### config.mk
export PLATFORM = sky130hd
export DESIGN_NAME = word_demux
export DESIGN_NICKNAME = d
export VERILOG_FILES = /design/src/rtl/wdm_pkg.sv /design/src/rtl/wdm_ctrl.sv /design/src/rtl/wdm_path.sv /design/src/rtl/word_demux.sv
export SDC_FILE = /design/constraint.sdc
export NUM_CORES = 1
export LEC_CHECK = 0
export CORE_AREA = 2 2 93 95
export CTS_BUF_LIST = sky130_fd_sc_hd__clkbuf_4 sky130_fd_sc_hd__clkbuf_8
export DETAILED_ROUTE_END_ITERATION = 6
export DIE_AREA = 0 0 95 97
export PLACE_DENSITY = 0.87
export RECOVER_POWER = 50
export SLEW_MARGIN = 5
export SYNTH_ARGS = -nofsm -noshare
export SYNTH_HDL_FRONTEND = slang
export SYNTH_HIERARCHICAL = 1
export SYNTH_SLANG_ARGS = --single-unit
### constraint.sdc
create_clock -name clk -period 7.9 [get_ports clk]
set_clock_uncertainty 0.1 [all_clocks]
set_input_delay 1.185 -clock clk [delete_from_list [all_inputs] [get_ports clk]]
set_output_delay 1.185 -clock clk [all_outputs]
set_load 0.005 [all_outputs]
### src/rtl/wdm_pkg.sv
package wdm_pkg;
  localparam int NPORT = 4;
  localparam int SLOT_W = $clog2(NPORT);

  typedef struct packed {
    logic [NPORT-1:0] stageWe;   // aligned mode: stage this word
    logic [NPORT-1:0] directWe;  // staggered mode: load port now
    logic             commit;    // aligned group complete
    logic             ratio4;    // active ratio is four-way
    logic             stag;      // active mode is staggered
  } wdmCtl_t;
endpackage

### src/rtl/wdm_ctrl.sv
module wdm_ctrl
  import wdm_pkg::*;
(
  input  logic    clk,
  input  logic    rst,
  input  logic    inValid,
  input  logic    ratioSel,
  input  logic    staggerSel,
  output wdmCtl_t ctl
);
  localparam logic [SLOT_W-1:0] LAST4 = SLOT_W'(NPORT - 1);
  localparam logic [SLOT_W-1:0] LAST2 = SLOT_W'(NPORT / 2 - 1);

  logic [SLOT_W-1:0] slot;
  logic              ratioAct, stagAct;
  logic              groupStart, effRatio, effStag, atLast;
  logic [NPORT-1:0]  slotHot;

  assign groupStart = (slot == '0);
  assign effRatio   = groupStart ? ratioSel : ratioAct;
  assign effStag    = groupStart ? staggerSel : stagAct;
  assign atLast     = (slot == (effRatio ? LAST4 : LAST2));
  assign slotHot    = NPORT'(1) << slot;

  always_comb begin
    ctl.stageWe  = (inValid && !effStag) ? slotHot : '0;
    ctl.directWe = (inValid && effStag) ? slotHot : '0;
    ctl.commit   = inValid && !effStag && atLast;
    ctl.ratio4   = ratioAct;
    ctl.stag     = stagAct;
  end

  always_ff @(posedge clk) begin
    if (rst) begin
      slot     <= '0;
      ratioAct <= 1'b0;
      stagAct  <= 1'b0;
    end else if (inValid) begin
      slot <= atLast ? '0 : slot + 1'b1;
      if (groupStart) begin
        ratioAct <= ratioSel;
        stagAct  <= staggerSel;
      end
    end
  end
endmodule

### src/rtl/wdm_path.sv
module wdm_path
  import wdm_pkg::*;
#(
  parameter int DATA_W = 10
) (
  input  logic                    clk,
  input  logic                    rst,
  input  wdmCtl_t                 ctl,
  input  logic [DATA_W-1:0]       inWord,
  input  logic                    inFlag,
  output logic [NPORT*DATA_W-1:0] portData,
  output logic [NPORT-1:0]        portExtra,
  output logic                    outValid
);
  logic [DATA_W-1:0] stageWord [NPORT];
  logic [DATA_W-1:0] outWord   [NPORT];
  logic [NPORT-1:0]  stageFlag, outFlag, readyTgl;

  always_ff @(posedge clk) begin
    if (rst) begin
      for (int p = 0; p < NPORT; p++) begin
        stageWord[p] <= '0;
        outWord[p]   <= '0;
      end
      stageFlag <= '0;
      outFlag   <= '0;
      readyTgl  <= '0;
      outValid  <= 1'b0;
    end else begin
      for (int p = 0; p < NPORT; p++) begin
        if (ctl.stageWe[p]) begin
          stageWord[p] <= inWord;
          stageFlag[p] <= inFlag;
        end
        if (ctl.commit) begin
          outWord[p] <= ctl.stageWe[p] ? inWord : stageWord[p];
          outFlag[p] <= ctl.stageWe[p] ? inFlag : stageFlag[p];
        end
        if (ctl.directWe[p]) begin
          outWord[p]  <= inWord;
          readyTgl[p] <= ~readyTgl[p];
        end
      end
      outValid <= ctl.commit;
    end
  end

  for (genvar p = 0; p < NPORT; p++) begin : g_port
    logic extraSel;
    assign extraSel = ctl.stag ? readyTgl[p] : outFlag[p];
    if (p < NPORT / 2) begin : g_always
      assign portData[p*DATA_W +: DATA_W] = outWord[p];
      assign portExtra[p] = extraSel;
    end else begin : g_upper
      assign portData[p*DATA_W +: DATA_W] = ctl.ratio4 ? outWord[p] : '0;
      assign portExtra[p] = ctl.ratio4 & extraSel;
    end
  end
endmodule

### src/rtl/word_demux.sv
module word_demux
  import wdm_pkg::*;
#(
  parameter int DATA_W = 10
) (
  input  logic                    clk,
  input  logic                    rst,
  input  logic                    inValid,
  input  logic [DATA_W-1:0]       inWord,
  input  logic                    inFlag,
  input  logic                    ratioSel,
  input  logic                    staggerSel,
  output logic [NPORT*DATA_W-1:0] portData,
  output logic [NPORT-1:0]        portExtra,
  output logic                    outValid
);
  wdmCtl_t ctlBus;

  wdm_ctrl u_ctrl (
    .clk(clk), .rst(rst), .inValid(inValid),
    .ratioSel(ratioSel), .staggerSel(staggerSel), .ctl(ctlBus)
  );

  wdm_path #(.DATA_W(DATA_W)) u_path (
    .clk(clk), .rst(rst), .ctl(ctlBus), .inWord(inWord), .inFlag(inFlag),
    .portData(portData), .portExtra(portExtra), .outValid(outValid)
  );
endmodule

# ---- Word-level counts from Yosys, hierarchy flattened
# Memories as Yosys holds them, arrays and structs flattened.
# Index checks and enable logic that the tools add are counted.
dict set report op_classes {
  bitwise 18
  shifts 1
  n_eq_ne 1
  mux 61
  n_reduce_logical 5
  add_sub_neg 1
}
# operator count
set op_table {}
lappend op_table {{two-way mux 10 bit} 18}
lappend op_table {{two-way mux 1 bit} 39}
lappend op_table {{OR 1 bit} 12}
lappend op_table {{two-way mux 4 bit} 2}
lappend op_table {{two-way mux 2 bit} 2}
lappend op_table {{inverter 1 bit} 4}
lappend op_table {{<< shifter 1 x 2 -> 4 bit, first input constant} 1}
lappend op_table {{logical AND 1 bit} 3}
lappend op_table {{adder 2 x 1 -> 2 bit, second input constant} 1}
lappend op_table {{AND 1 bit} 2}
lappend op_table {{equality test 2 bit} 1}
lappend op_table {{zero test 2 bit} 1}
lappend op_table {{zero test 1 bit} 1}
dict set report word_totals {
  regBits 17
  mem_count 2
  ram_bits 80
  wordCells 99
}
# name depth word_bits read_ports rd_ports_with_merged_regs wr line_no
set memory_table {}
lappend memory_table {u_path.outWord 4 10 4 0 4 wdm_path.sv:16} ;# logic [DATA_W-1:0] outWord [NPORT];
lappend memory_table {u_path.stageWord 4 10 4 0 4 wdm_path.sv:15} ;# logic [DATA_W-1:0] stageWord [NPORT];

# ---- Longest topological paths before layout
dict set report depth {
  ltp_word 10
  mapped_depth 10
}

# ---- By module
# Netlist, hierarchy kept.
# module instances cells_per_inst area_per_inst_um2 seq_area_each_um2
set modules_own_cells {}
lappend modules_own_cells {wdm_path 1 414 4698.3 2662.6}
lappend modules_own_cells {wdm_ctrl 1 37 320.3 80.1}

# ---- Worst setup path before layout
# No wires, ideal clock.
dict set report synth_timing {
  path_kind {input port to flip-flop}
  from {input port ratioSel}
  to {memory u_path.outWord[0][0], enable pin}
  path_stages 7
  setup_time_ns 0.304
  t_arrival_ns 2.620
  slack_ns 4.876
  cell_sequence {mux2i_1 xnor2_1 and3_1 buf_6 buf_6 buf_6 or3_1}
}
# element line_no
set synth_rtl {}
lappend synth_rtl {{from (decl)} word_demux.sv:11} ;# input logic ratioSel,
lappend synth_rtl {{to (decl)} wdm_path.sv:16}

==> run metrics <==
status complete, no violations; Clock power frac 29.7%; ys async rst share 0%; WL per Instance between 15 and 20 um; warnings from Yosys 6; Cells after DPL between 500 and 600; Clock Pin Slew Worst Setup and Hold Paths roughly 100 ps; final worst path period share around 46%; # IOs approximately 60; # nets final roughly 500; Most used DFF post-synth edfxtp_1; Rows 33; element type at the critical path start input pin; 1st-pass router iterations 6; Slew headroom 30.2%; number of global-route vias before repair around 3100; # resized after CTS 0; R2R depth 8; DRC viols 0; Hold Buf Count CTS 0; f_max 276 MHz; Synth top area share a little under half; Crit Path Class input pin to register; Die Ht around 97 um; total CTS buffers 9; switching power approximately 0.27 mW; clk buf depth 2; Layout area overhead 12.6%; worst hold path type register to register; initial DRC count between 300 and 400; Initial Utilization approximately three fifths; post-synth cell types 29; Final TNS setup 0 ps; Worst-Skew Late Latency about 360 ps; Static Leak ~1.9 nW; Seq/Total Area, Yosys ~55%; clk sinks 97; share of layout cells above drive strength 1 4.84%; Hold Path Stages 2; Fin. Hold Viols 0; PD cells between 150 and 200 nW/um2; Data arrival, critical path approximately 3700 ps; port bufs 60; Post-Syn Area about 5000 um2; number of enable flip-flop cells after synthesis 80; n_diodes 0; initial antenna violation count 0; CTS root buf clkbuf_8; Core Area between 8000 and 9000 um2; Yosys reg bits 97; Comb power frac about an eighth; CP Max Fanout 93; Detail Placement HPWL approximately 6.6 mm; total track usage between 20% and 30%; Post-CTS Setup Bufs 0; maximum VDD drop 0.0894 mV; most frequent cells in the layout edfxtp_1, dlygate4sd3_1, nand2_1, nand3_1, a31oi_1; most common cell after layout, fill and taps aside edfxtp_1; Overflow after GRT 0; vias per cell between 6 and 7; ANT nets after route 0; max-slew violations 0; minimum clock period 3630 ps; P_int 0.762 mW; sw frac approximately a quarter; # setup viols final 0; Die W between 90 and 100 um; Yosys top cell by area edfxtp_1; TritonCTS clock tree yes; DR vias 3522; Max-Cap Viols 0; Least-Margin Pin Slew between 1000 and 1500 ps; syn_nets approximately 470; RSZ-0062 raised after global routing false; Flop pwr share 58.4%; Avg Cell Area, Syn between 10 and 15 um2; first-pass GRT wire length between 15 and 20 mm; H-tree depth 3; die area around 9000 um2; Mapped Cells around 450; GPL Wtd Cong slightly below 0.8; Req. time, crit path roughly 8000 ps; pin count of the biggest net entering global routing 94; Non-Filler Instances 580; Worst setup EP type register; Routed WL roughly 10 mm; Area contributors post-synth edfxtp_1, and2_1, nand4bb_1
## stage by stage
step / area, um2 / setup slack (ps) / hold slack, ps / power, mW / util [%]
floorplan: 5020 / 4880 / 356 / 0.690 / -
global placement: 5470 / 4160 / 368 / 0.734 / 67.2
detailed placement: 5470 / 4010 / 379 / 0.740 / 67.2
CTS: 5660 / 4340 / 397 / 1.04 / 69.5
global route: 5650 / 4020 / 418 / 1.07 / 69.5
finish: 5650 / 4270 / 397 / 1.03 / 69.5
## state kept, by name, indices dropped and copies added (netlist names)
name              flops
u_ctrl/stagAct        1
u_path/stageFlag      4
u_path/stageWord     40
u_ctrl/slot           2
u_path/outFlag        4
u_path/readyTgl       4
u_path/outValid       1
u_path/outWord       40
u_ctrl/ratioAct       1
## worst paths after layout
kind / startpoint / endpoint / slack (ps)
setup / recovery: inValid / u_path/outWord[1][1] / 4270
setup reg to reg: u_ctrl/slot[0] / u_path/outWord[1][1] / 4690
hold / removal: u_path/outFlag[2] / u_path/outFlag[2] / 400
hold reg to reg: u_path/outFlag[2] / u_path/outFlag[2] / 400
## Yosys cell counts, drive strengths merged, types with 2 or more instances
master and instances:
edfxtp 80, and2 64, a31oi 40, nand2 40, nand3 40, buf 31
nand4bb 31, clkbuf 23, dfxtp 17, nor2 16, nor2b 15, or4bb 9
mux2i 8, a211oi 6, xnor2 6, and3 5, ha 4, or2 4
or3 4, inv 2, mux2 2
## layout make-up
type	instances	area [um2]
Clock buffer	9	124
Tap cell	105	131
Timing Repair Buffer	62	611
Sequential cell	97	2740
Inverter	2	7.51
Fill cell	591	2480
Clock inverter	7	66.3
Multi-Input combinational cell	298	1970
## routing by layer
layer  track usage (%)  up-vias  wire length (um)
li1                  -     1668                 -
met1              29.6     1654              4100
met2              38.5      168              5230
met5                 0        -                 0
met3              3.35       32               706
met4              9.92        0               346
## critical path, cell delays in order
cell and delay, ps:
dlygate4sd3_1 790, and2_0 240, and3_2 190, buf_4 640, or4bb_1 450, a31oi_1 190
## kinds of logic (layout without fill, tap and decap cells)
group | after synthesis | in the layout | synth area share [%]
AOI/OAI and AO/OA | 48 | 48 | 6.21
buffers and inverters | 56 | 80 | 6.06
muxes | 10 | 10 | 2.04
DFF | 97 | 97 | 54.6
adders and majority gates | 4 | 4 | 0.997
xor gates and xnor gates | 6 | 6 | 1.05
and+or+nand+nor | 230 | 230 | 29.0
## power groups by stage
| stage | combinational, mW | clock (mW) | sequential (mW) |
|---|---|---|---|
| CTS | 0.128 | 0.309 | 0.601 |
| global route | 0.134 | 0.329 | 0.604 |
| finish | 0.123 | 0.305 | 0.601 |
| floorplan | 0.0827 | 0 | 0.607 |
| global placement | 0.122 | 0 | 0.612 |
| detailed placement | 0.127 | 0 | 0.613 |
Power figures use the tool's default switching activity.
